<file path="config.mk">
export PLATFORM = sky130hd
export DESIGN_NAME = ctx_call_stack
export DESIGN_NICKNAME = d
export VERILOG_FILES = /design/src/rtl/ctx_stack_pkg.sv /design/src/rtl/ctx_target_calc.sv /design/src/rtl/ctx_stack_store.sv /design/src/rtl/ctx_call_stack.sv
export SDC_FILE = /design/constraint.sdc
export NUM_CORES = 1
export LEC_CHECK = 0
export BUFFER_PORTS_ARGS = -buffer_cell sky130_fd_sc_hd__buf_2
export CAP_MARGIN = 20
export CORE_ASPECT_RATIO = 1.4
export CORE_MARGIN = 5
export CORE_UTILIZATION = 55
export DETAILED_ROUTE_END_ITERATION = 10
export PLACE_DENSITY = 0.76
export SLEW_MARGIN = 20
export SYNTH_ARGS = -nofsm -noshare
export SYNTH_HDL_FRONTEND = slang
export SYNTH_SLANG_ARGS = --single-unit
</file>
<file path="constraint.sdc">
create_clock -name clk -period 3.7 [get_ports clk]
set_input_delay 0.37 -clock clk [delete_from_list [all_inputs] [get_ports clk]]
set_output_delay 0.37 -clock clk [all_outputs]
set_load 0.05 [all_outputs]
</file>
<file path="src/rtl/ctx_stack_pkg.sv">
package ctx_stack_pkg;
    localparam int PC_W   = 16;
    localparam int OFS_W  = 8;
    localparam int FLAG_W = 4;
    localparam int BANK_W = 2;

    typedef struct packed {
        logic [PC_W-1:0]   pc;
        logic              gie;
        logic [FLAG_W-1:0] flags;
        logic [BANK_W-1:0] bank;
    } ctx_t;
endpackage

</file>
<file path="src/rtl/ctx_target_calc.sv">
module ctx_target_calc
    import ctx_stack_pkg::*;
(
    input  logic            long_i,
    input  logic [PC_W-1:0] operand_i,
    input  logic [PC_W-1:0] next_pc_i,
    output logic [PC_W-1:0] target_o
);
    logic [PC_W-1:0] ofs_ext;
    logic [PC_W-1:0] rel_sum;

    always_comb begin
        ofs_ext = {{(PC_W-OFS_W){operand_i[OFS_W-1]}}, operand_i[OFS_W-1:0]};
        rel_sum = next_pc_i + ofs_ext;
        target_o = long_i ? operand_i : rel_sum;
    end
endmodule

</file>
<file path="src/rtl/ctx_stack_store.sv">
module ctx_stack_store
    import ctx_stack_pkg::*;
#(
    parameter int DEPTH = 12
) (
    input  logic clk,
    input  logic rst_n,
    input  logic push_i,
    input  logic pop_i,
    input  ctx_t wr_ctx_i,
    output ctx_t top_ctx_o,
    output logic overflow_o,
    output logic underflow_o
);
    localparam int PTR_W = $clog2(DEPTH + 1);
    localparam int IDX_W = (DEPTH > 1) ? $clog2(DEPTH) : 1;

    typedef struct packed {
        logic [PTR_W-1:0] ptr;
        logic             ovf;
        logic             unf;
    } st_t;

    st_t              st_d, st_q;
    logic             wr_en_d;
    logic [IDX_W-1:0] wr_idx_d;
    logic             empty, full;
    ctx_t             mem_q [DEPTH];

    always_comb begin
        empty    = (st_q.ptr == '0);
        full     = (st_q.ptr == PTR_W'(DEPTH));
        st_d     = st_q;
        wr_en_d  = 1'b0;
        wr_idx_d = IDX_W'(st_q.ptr);
        unique case ({push_i, pop_i})
            2'b10: begin
                if (full) begin
                    st_d.ovf = 1'b1;
                end else begin
                    wr_en_d  = 1'b1;
                    st_d.ptr = st_q.ptr + 1'b1;
                end
            end
            2'b01: begin
                if (empty) st_d.unf = 1'b1;
                else       st_d.ptr = st_q.ptr - 1'b1;
            end
            2'b11: begin
                if (empty) begin
                    st_d.unf = 1'b1;
                end else begin
                    wr_en_d  = 1'b1;
                    wr_idx_d = IDX_W'(st_q.ptr - 1'b1);
                end
            end
            default: ;
        endcase
    end

    always_ff @(posedge clk) begin
        if (!rst_n) st_q <= '0;
        else        st_q <= st_d;
    end

    for (genvar g = 0; g < DEPTH; g++) begin : g_entry
        always_ff @(posedge clk) begin
            if (!rst_n)
                mem_q[g] <= '0;
            else if (wr_en_d && (wr_idx_d == IDX_W'(g)))
                mem_q[g] <= wr_ctx_i;
        end
    end

    always_comb begin
        top_ctx_o = '0;
        if (!empty) top_ctx_o = mem_q[IDX_W'(st_q.ptr - 1'b1)];
    end

    assign overflow_o  = st_q.ovf;
    assign underflow_o = st_q.unf;

    // depth never exceeds the capacity
    assert_ptr_range_R1: assert property (@(posedge clk) disable iff (!rst_n)
        st_q.ptr <= PTR_W'(DEPTH));
    // a push into a non-full stack grows it by one
    assert_push_grow_R2: assert property (@(posedge clk) disable iff (!rst_n)
        (push_i && !pop_i && !full) |=> (st_q.ptr == $past(st_q.ptr) + 1'b1));
    // push on full raises overflow and keeps the depth
    assert_no_overflow_R4: assert property (@(posedge clk) disable iff (!rst_n)
        (push_i && !pop_i && full) |=> (overflow_o && $stable(st_q.ptr)));
    // overflow is sticky
    assert_ovf_sticky_R4: assert property (@(posedge clk) disable iff (!rst_n)
        overflow_o |=> overflow_o);
    // pop on empty raises underflow
    assert_underflow_R5: assert property (@(posedge clk) disable iff (!rst_n)
        (pop_i && empty) |=> (underflow_o && st_q.ptr == '0));
    // underflow is sticky
    assert_unf_sticky_R5: assert property (@(posedge clk) disable iff (!rst_n)
        underflow_o |=> underflow_o);
    // replace keeps the depth
    assert_replace_depth_R6: assert property (@(posedge clk) disable iff (!rst_n)
        (push_i && pop_i && !empty) |=> $stable(st_q.ptr));
    // empty stack restores zero
    assert_empty_zero_R5: assert property (@(posedge clk) disable iff (!rst_n)
        empty |-> (top_ctx_o == '0));
endmodule

</file>
<file path="src/rtl/ctx_call_stack.sv">
module ctx_call_stack
    import ctx_stack_pkg::*;
#(
    parameter int DEPTH = 12
) (
    input  logic        clk,
    input  logic        rst_n,
    input  logic        push_i,
    input  logic        pop_i,
    input  logic        call_long_i,
    input  logic [15:0] operand_i,
    input  logic [15:0] next_pc_i,
    input  logic        gie_i,
    input  logic [3:0]  flags_i,
    input  logic [1:0]  bank_i,
    output logic [15:0] target_pc_o,
    output logic [15:0] rest_pc_o,
    output logic        rest_gie_o,
    output logic [3:0]  rest_flags_o,
    output logic [1:0]  rest_bank_o,
    output logic        overflow_o,
    output logic        underflow_o
);
    ctx_t cur_ctx;
    ctx_t top_ctx;

    always_comb begin
        cur_ctx.pc    = next_pc_i;
        cur_ctx.gie   = gie_i;
        cur_ctx.flags = flags_i;
        cur_ctx.bank  = bank_i;
    end

    ctx_target_calc u_target (
        .long_i    (call_long_i),
        .operand_i (operand_i),
        .next_pc_i (next_pc_i),
        .target_o  (target_pc_o)
    );

    ctx_stack_store #(.DEPTH(DEPTH)) u_store (
        .clk         (clk),
        .rst_n       (rst_n),
        .push_i      (push_i),
        .pop_i       (pop_i),
        .wr_ctx_i    (cur_ctx),
        .top_ctx_o   (top_ctx),
        .overflow_o  (overflow_o),
        .underflow_o (underflow_o)
    );

    assign rest_pc_o    = top_ctx.pc;
    assign rest_gie_o   = top_ctx.gie;
    assign rest_flags_o = top_ctx.flags;
    assign rest_bank_o  = top_ctx.bank;

    // a long call ignores the next-instruction address
    assert_long_target_R8: assert property (@(posedge clk) disable iff (!rst_n)
        call_long_i |-> (target_pc_o == operand_i));
endmodule

</file>
==> flow_summary.toml, run 1 <==
[logic_synthesis]
ys_seq_area_frac = 0.599
syn_area_per_cell_sq_um = 14.1
yosysUniqueCellTypes = 57
yosysWarningCount = 0
async_flop_share = 0
synthCells = 993
syn-cell-area_sq_um = 14000
synth_nets = 1055
synth-edff-count = 276
synth_ff_type = "edfxtp_1"
yosys_register_bits = 282

[hold_path]
hold_path_depth = 3
hold_path_startpoint = "pop_i"
worstHoldPathType = "input pin to register"
holdPathEnd = "u_store.underflow_o"

[clocking]
postCtsSetupBuffers = 0
cts.repair.resized = 0
cts_hold_buf = 0
cts_max_path_buffers = 3
insertion_delay_ns = 0.53
path_clk_slew_ns = 0.07
cts_root_buffer = "clkbuf_16"
cts_buffers = 26
cts_tree = "yes"
cts_sinks = 282
h-tree-depth = 1

[critical_path]
required_ns = 3.33
reg2reg_depth = 8
cp.arrival_ns = 3.26
rrSetupSlack_ns = 0.57
worstPathMaxFanout = 57
crit_type = "register to output port"
worst_setup_path_start_kind = "register"
endpoint_kind = "output port"
crit-reg2reg-launch = "u_store.st_q[3]"
reg2reg_to = "u_store.mem_q[9][6]"

[floorplanning]
fp.dieW_um = 145
initial_utilization = 0.554
core.rowCount = 69
design.die.area_sq_um = 28800
dieHeight_um = 199
core-area_sq_um = 25300
ioPinCount = 85

[route]
vias = 8601
via_per_inst = 6.12
drtIter0Drc = 850
first_pass_iters = 5
ant_nets = 0
wire_per_inst_um = 23.9
route.detailed.drc = 0
wl_um = 33600

[pwr]
total_power_w = 0.00800
p_per_area_nw_per_um2 = 505
ir_drop_uv = 344
p_leak_nw = 6.02

[sta]
finalHoldViolations = 0
setup_violations = 0
slew_headroom = 0.323
fmax_mhz = 275
rsz0062_at_grt = "false"
final_max_slew_viol_count = 0
fin_crit_sh = 0.982
skew_ns = 0.00758
fin_crit_ns = 3.63
tightest_slew_ns = 1.01

[global_route]
gr-usage-all-layers = 0.234
antenna_found_initial = 3
grt_start_max_net_pins = 58
grt_first_pass_wirelength_um = 51900
grt_pass1_vias = 8964
grt_overflow = 0

[final_layout]
area_growth_syn_to_layout_pct = 13.0
fin_util = 0.626
drive_gt1_frac = 0.251
antenna_cells = 0
fin_nets = 1129

[job]
max_cap_viol_count = 0

[placed_design]
dpl.hpwl_um = 20800
port_buffers = 84
gp_congestion = 0.846

[run_status]
status = "completed"
## layout by cell type (no fill, tap or decap), drive strengths merged, types with 7 or more instances in the layout
cell	Yosys	final
and2	280	280
edfxtp	276	276
buf	32	131
mux4	69	69
nor2	39	39
clkbuf	53	32
o21ai	30	30
a211oi	26	26
mux2i	24	24
nand2	23	23
ha	17	17
a21oi	15	15
clkinv	0	12
nand3	10	10
a21o	8	8
inv	7	8
nor3b	7	7
## final cells by class
cell class / instances / area, sq um
well taps: 319 / 399
inverters: 7 / 26.3
repair buffers: 131 / 836
fillers: 1831 / 9450
multi-input cells: 619 / 5310
clock inverters: 16 / 164
clock buffers: 32 / 694
flip-flops and latches: 282 / 8410
## layer usage
metal  GRT usage  wire, um
met1       0.305     13000
met4      0.0813      1070
met5           0        41
met2       0.407     17200
met3      0.0321      2370
## kinds of logic after synthesis
group / count (synthesis) / synth area share
muxes: 96 / 0.130
and+or+nand+nor: 386 / 0.165
buffers and inverters: 92 / 0.0280
xor gates and xnor gates: 12 / 0.00856
DFF: 282 / 0.599
AOI/OAI and AO/OA: 107 / 0.0522
adders and majority gates: 18 / 0.0166
## synth_stat cells, drive strengths merged (4+ instances only)
| cell type | instances | area [sq um] |
|---|---|---|
| a21oi | 15 | 78.8 |
| dfxtp | 6 | 120 |
| a31oi | 4 | 37.5 |
| xnor2 | 6 | 60.1 |
| o21a | 4 | 30.0 |
| xor2 | 6 | 60.1 |
| o21ai | 30 | 150 |
| mux2i | 24 | 240 |
| inv | 7 | 26.3 |
| nor2 | 39 | 146 |
| nor3b | 7 | 87.6 |
| mux4 | 69 | 1550 |
| a211oi | 26 | 195 |
| nor3 | 4 | 25.0 |
| nand4 | 4 | 25.0 |
| nand2 | 23 | 86.3 |
| nand2b | 5 | 31.3 |
| clkbuf | 53 | 203 |
| and2 | 280 | 1750 |
| buf | 32 | 164 |
| ha | 17 | 213 |
| edfxtp | 276 | 8290 |
| a21o | 8 | 60.1 |
| nand3 | 10 | 50.1 |
## stage by stage
stage                     setup TNS (ns)  area, sq um  hold WS (ns)  setup WS (ns)  std cells
after global placement                 0        15000         0.468          0.405       1358
after detailed placement               0        15000         0.468          0.429       1358
final                                  0        15800         0.192         0.0672       1406
after floorplan                    -9.77        14000         0.533         -0.113        993
after CTS                              0        15800         0.176          0.127       1406
after global routing                   0        15800         0.219         0.0291       1406
## flip-flops by register name, summed over array words and instances, names as in the netlist
| name | flops |
|---|---|
| u_store.mem_q | 276 |
| u_store.st_q | 4 |
| u_store.overflow_o | 1 |
| u_store.underflow_o | 1 |
## critical path, cell delays in order, from the launching register on
cell	delay [ns]
dfxtp_4	0.40
inv_1	0.13
ha_4	0.48
buf_12	0.37
mux4_2	0.27
mux2i_1	0.08
a211oi_1	0.57
buf_2	0.38
## power breakdown
part	switching [W]	total, W	internal, W
Combinational	0.00104	0.00158	0.000544
Clock	0.00115	0.00270	0.00155
Sequential	0.0000468	0.00371	0.00366
Total	0.00224	0.00800	0.00576
## worst max path at each step
| stage | startpoint | end | cells past startpoint | slack (ns) |
|---|---|---|---|---|
| floorplan | u_store.st_q[2] | u_store.mem_q[2][0] | 9 | -0.11 |
| global placement | next_pc_i[0] | target_pc_o[14] | 10 | 0.41 |
| detailed placement | next_pc_i[0] | target_pc_o[12] | 10 | 0.43 |
| CTS | u_store.st_q[2] | rest_pc_o[6] | 7 | 0.13 |
| global route | u_store.st_q[2] | rest_pc_o[4] | 7 | 0.03 |
| finish | u_store.st_q[2] | rest_pc_o[4] | 7 | 0.07 |
Power figures use the tool's default switching activity.
==> run 2: changes to the inputs <==
- CORE_ASPECT_RATIO: 1.4 -> not set
==> flow_summary.toml, run 2 (same netlist as run 1, synthesis figures left out) <==
[final_layout]
final_common_cell = "and2_1"
area_growth_syn_to_layout_pct = 13.7
largest_reg_flops = 276
fin_util = 0.633
fin_nets = 1139
fillers = 1841
top_regs = "u_store.mem_q x276, u_store.st_q x4"
multi_input_area_sq_um = 5310
final-instance-count-excl-fill = 1431
largest-register = "u_store.mem_q"
regArea_sq_um = 8410
mostFrequentLayoutCells = "280 x and2_1, 276 x edfxtp_1, 83 x buf_2, 69 x mux4_2, 51 x buf_4"
drive_gt1_frac = 0.254

[route]
via_per_inst = 5.91
wire_per_inst_um = 23.0
vias = 8464
first_pass_iters = 4
drtIter0Drc = 711
wl_um = 32900
route.detailed.drc = 0
ant_nets = 0

[placed_design]
dpl.hpwl_um = 21700
post-place-cells = 1377
pre_cts_slack_ns = 0.425
gp_congestion = 0.855
port_buffers = 84

[clocking]
cts_hold_buf = 0
cts_buffers = 28
cts_tree = "yes"
h-tree-depth = 1
postCtsSetupBuffers = 0
cts_root_buffer = "clkbuf_16"
cts_max_path_buffers = 3
cts_sinks = 282
path_clk_slew_ns = 0.06
insertion_delay_ns = 0.54
cts.repair.resized = 0

[floorplanning]
dieHeight_um = 170
core-area_sq_um = 25200
design.die.area_sq_um = 28800
core.rowCount = 58
fp.dieW_um = 170
ioPinCount = 85
initial_utilization = 0.557

[critical_path]
cp.arrival_ns = 3.17
endpoint_kind = "output port"
cp_slowest_cell = "dfxtp_1"
max_stage_delay_ns = 0.82
worstPathMaxFanout = 15
required_ns = 3.33
path_cells = "xor2_4 > mux2i_1 > a211oi_1 > buf_2"
crit_type = "register to output port"
worst_setup_path_start_kind = "register"
reg2reg_depth = 7

[sta]
setup_tns_ns = 0
fin_crit_ns = 3.54
skew_ns = 0.0144
fmax_mhz = 282
tightest_slew_ns = 0.961
final_max_slew_viol_count = 0
setup_violations = 0
setup_slack_ns = 0.159
fin_crit_sh = 0.957
rsz0062_at_grt = "false"
finalHoldViolations = 0
slew_headroom = 0.357

[run_status]
status = "completed"

[global_route]
grtUsageMet2 = 0.403
grt_pass1_vias = 8551
grt_overflow = 0
gr-max-usage-layer = "met2"
met3_usage = 0.0338
grt_first_pass_wirelength_um = 50600
grt_util_met1 = 0.308
gr-usage-all-layers = 0.231
antenna_found_initial = 3
grt_start_max_net_pins = 79

[pwr]
p_per_area_nw_per_um2 = 503
p_leak_nw = 6.05
ir_drop_uv = 380

[hold_path]
hold_path_depth = 3
worstHoldPathType = "input pin to register"

[job]
max_cap_viol_count = 0
[run 2: changes by cell type in the layout (fill, tap and decap cells not counted), sizes merged]
cell and delta:
bufinv -2, clkbuf +11, buf +8, inv -1, clkinvlp +2, clkinv -6, diode +2
[run 2: power breakdown]
group | internal, W | switching, W
clock | 0.00157 | 0.00113
sequential | 0.00367 | 0.0000486
combinational | 0.000567 | 0.00103
total | 0.00580 | 0.00221
[run 2: path summary, 6_finish.rpt]
path / start / to / slack (ns)
setup / recovery: u_store.st_q[4] / rest_pc_o[2] / 0.16
hold / removal: pop_i / u_store.underflow_o / 0.18
setup reg to reg: u_store.st_q[4] / u_store.mem_q[5][16] / 0.67
hold reg to reg: u_store.overflow_o / u_store.overflow_o / 0.46
[run 2: area by class of cell]
type | count | area share
Multi-Input combinational cell | 619 | 0.333
Tap cell | 330 | 0.0259
Clock buffer | 43 | 0.0507
Antenna cell | 2 | 0.000314
Clock inverter | 9 | 0.00432
Inverter | 7 | 0.00165
Timing Repair Buffer | 139 | 0.0563
Sequential cell | 282 | 0.528
[run 2: per-layer routing]
layer  vias up  wire [um]
met3        53       2180
met4         2        762
li1       3867          -
met1      4241      12900
met2       301      17100
met5         -         13
[run 2: critical path: cells and delay by family, from the launching register on]
kind	cells	cell delay, ns
xor gates and xnor gates	1	0.60
buffers and inverters	1	0.38
muxes	1	0.20
DFF	1	0.82
AOI/OAI and AO/OA	1	0.62
[run 2: through the flow]
step / instance area, sq um / power, W / hold slack, ns
floorplan: 14000 / 0.00489 / 0.533
global route: 15900 / 0.00832 / 0.213
CTS: 15900 / 0.00807 / 0.168
global placement: 15100 / 0.00536 / 0.447
detailed placement: 15100 / 0.00539 / 0.454
finish: 15900 / 0.00801 / 0.179
==> run 3: changes to the inputs <==
--- a/config.mk
+++ b/config.mk
@@ -11,4 +11,6 @@
 export CORE_UTILIZATION = 55
+export CTS_BUF_LIST = sky130_fd_sc_hd__clkbuf_8
 export DETAILED_ROUTE_END_ITERATION = 10
 export PLACE_DENSITY = 0.76
+export SKIP_LAST_GASP = 1
 export SLEW_MARGIN = 20
==> constraint.sdc (replaced) <==
create_clock -name clk -period 3.7 [get_ports clk]
set_input_delay 0 -clock clk [delete_from_list [all_inputs] [get_ports clk]]
set_output_delay 0 -clock clk [all_outputs]
set_load 0.05 [all_outputs]
==> flow_summary.toml, run 3 (same netlist as run 1, synthesis figures left out) <==
[final_layout]
antenna_cells = 0
largest-register = "u_store.mem_q"
area_growth_syn_to_layout_pct = 13.9
fin_util = 0.635
drive_gt1_frac = 0.249
final_common_cell = "and2_1"
mostFrequentLayoutCells = "280 x and2_1, 276 x edfxtp_1, 84 x buf_2, 69 x mux4_2, 45 x clkbuf_8"
fillers = 1866
top_regs = "u_store.mem_q x276, u_store.st_q x4"
largest_reg_flops = 276
fin_nets = 1172
final_cell_area_sq_um = 16000

[floorplanning]
fp.dieW_um = 170
ioPinCount = 85
design.die.area_sq_um = 28800
core.rowCount = 58
initial_utilization = 0.557
dieHeight_um = 170
core-area_sq_um = 25200

[clocking]
cts_max_path_buffers = 3
cts_buffers = 45
h-tree-depth = 2
cts_tree = "yes"
cts_sinks = 282
cts_root_buffer = "clkbuf_8"
path_clk_slew_ns = 0.06
postCtsSetupBuffers = 0
insertion_delay_ns = 0.56

[sta]
fmax_mhz = 302
fin_crit_ns = 3.31
final_max_slew_viol_count = 0
fin_crit_sh = 0.896
skew_ns = 0.0295
hold_ws_ns = 0.407
setup_slack_ns = 0.385
slew_headroom = 0.436
setup_violations = 0
rsz0062_at_grt = "false"
tightest_slew_ns = 0.843
finalHoldViolations = 0

[job]
max_cap_viol_count = 0

[route]
route.detailed.drc = 0
ant_nets = 0
drtIter0Drc = 747
wire_per_inst_um = 22.6
vias = 8694
first_pass_iters = 5
via_per_inst = 5.90
wl_um = 33400

[pwr]
p_int_w = 0.00536
ir_drop_uv = 330
p_leak_nw = 6.13
netSwitchingFraction = 0.299
p_comb_frac = 0.210
power_frac_seq = 0.485
total_power_w = 0.00765
power_switching_w = 0.00229
p_per_area_nw_per_um2 = 479
clkPwrFrac = 0.305

[placed_design]
dpl.hpwl_um = 21000
gp_congestion = 0.820
place_area_sq_um = 14900
port_buffers = 84
pre_cts_slack_ns = 0.650

[critical_path]
crit_type = "register to output port"
required_ns = 3.70
cp.arrival_ns = 3.31
worst_setup_path_start_kind = "register"
endpoint_kind = "output port"
worstPathMaxFanout = 41

[global_route]
gr-usage-all-layers = 0.237
grt_start_max_net_pins = 53
grt_overflow = 0
grt_first_pass_wirelength_um = 51900
grt_pass1_vias = 8940
antenna_found_initial = 0

[hold_path]
worstHoldPathType = "input pin to output port"

[run_status]
status = "completed"
[run 3: changes by cell type in the layout (fill, tap and decap cells not counted), sizes merged]
cell | previous run | this run
bufinv | 1 | 0
inv | 7 | 23
clkbuf | 43 | 45
clkinv | 6 | 18
buf | 139 | 128
diode | 2 | 0
dlygate4sd3 | 0 | 27
[run 3: worst paths after layout]
check / start / to / slack (ns) / depth (start not counted)
setup / recovery: u_store.st_q[2] / rest_pc_o[2] / 0.39 / 6
hold / removal: operand_i[10] / target_pc_o[10] / 0.41 / 4
setup reg to reg: u_store.st_q[3] / u_store.mem_q[6][17] / 0.77 / 8
hold reg to reg: u_store.overflow_o / u_store.overflow_o / 0.46 / 1
[run 3: final cells by class]
class / instances / area, sq um / area share
clock buffer: 45 / 619 / 0.0388
clock inverter: 36 / 150 / 0.00939
inverter: 7 / 26.3 / 0.00164
timing repair buffer: 155 / 1050 / 0.0657
multi-input combinational: 619 / 5310 / 0.332
sequential: 282 / 8410 / 0.526
tap: 330 / 413 / 0.0258
[run 3: what timing repair did]
| action | in CTS | in global routing |
|---|---|---|
| setup endpoints to repair | 0 | 22 |
| endpoints found under the hold margin | 279 | 0 |
| hold buffers | 27 | 0 |
| gates resized for setup | 0 | 1 |
[run 3: stage by stage]
| stage | TNS, ns | std cells |
|---|---|---|
| after floorplan | -9.77 | 993 |
| after global placement | 0 | 1366 |
| after detailed placement | 0 | 1366 |
| after CTS | 0 | 1474 |
| after global routing | 0 | 1474 |
| final | 0 | 1474 |
[run 3: critical path: stages, from the launching register on]
cell and delay, ns:
dfxtp_4 0.35, buf_4 0.56, buf_6 0.60, mux4_2 0.61
mux2i_1 0.20, a211oi_1 0.14, buf_2 0.27
[run 3: power by group through the flow]
stage	logic [W]	clock network [W]	registers, W
3_3_place_gp	0.00157	0	0.00377
5_1_grt	0.00171	0.00254	0.00373
4_1_cts	0.00161	0.00238	0.00372
3_5_place_dp	0.00159	0	0.00378
6_report	0.00160	0.00234	0.00371
2_1_floorplan	0.00112	0	0.00377
[run 3: layer usage]
| metal | track usage | routed length (um) | vias to the layer above |
|---|---|---|---|
| li1 | - | - | 3925 |
| met3 | 0.0356 | 1990 | 68 |
| met4 | 0.0795 | 1080 | 0 |
| met2 | 0.413 | 17300 | 306 |
| met1 | 0.305 | 13100 | 4395 |
| met5 | 0 | 0 | - |
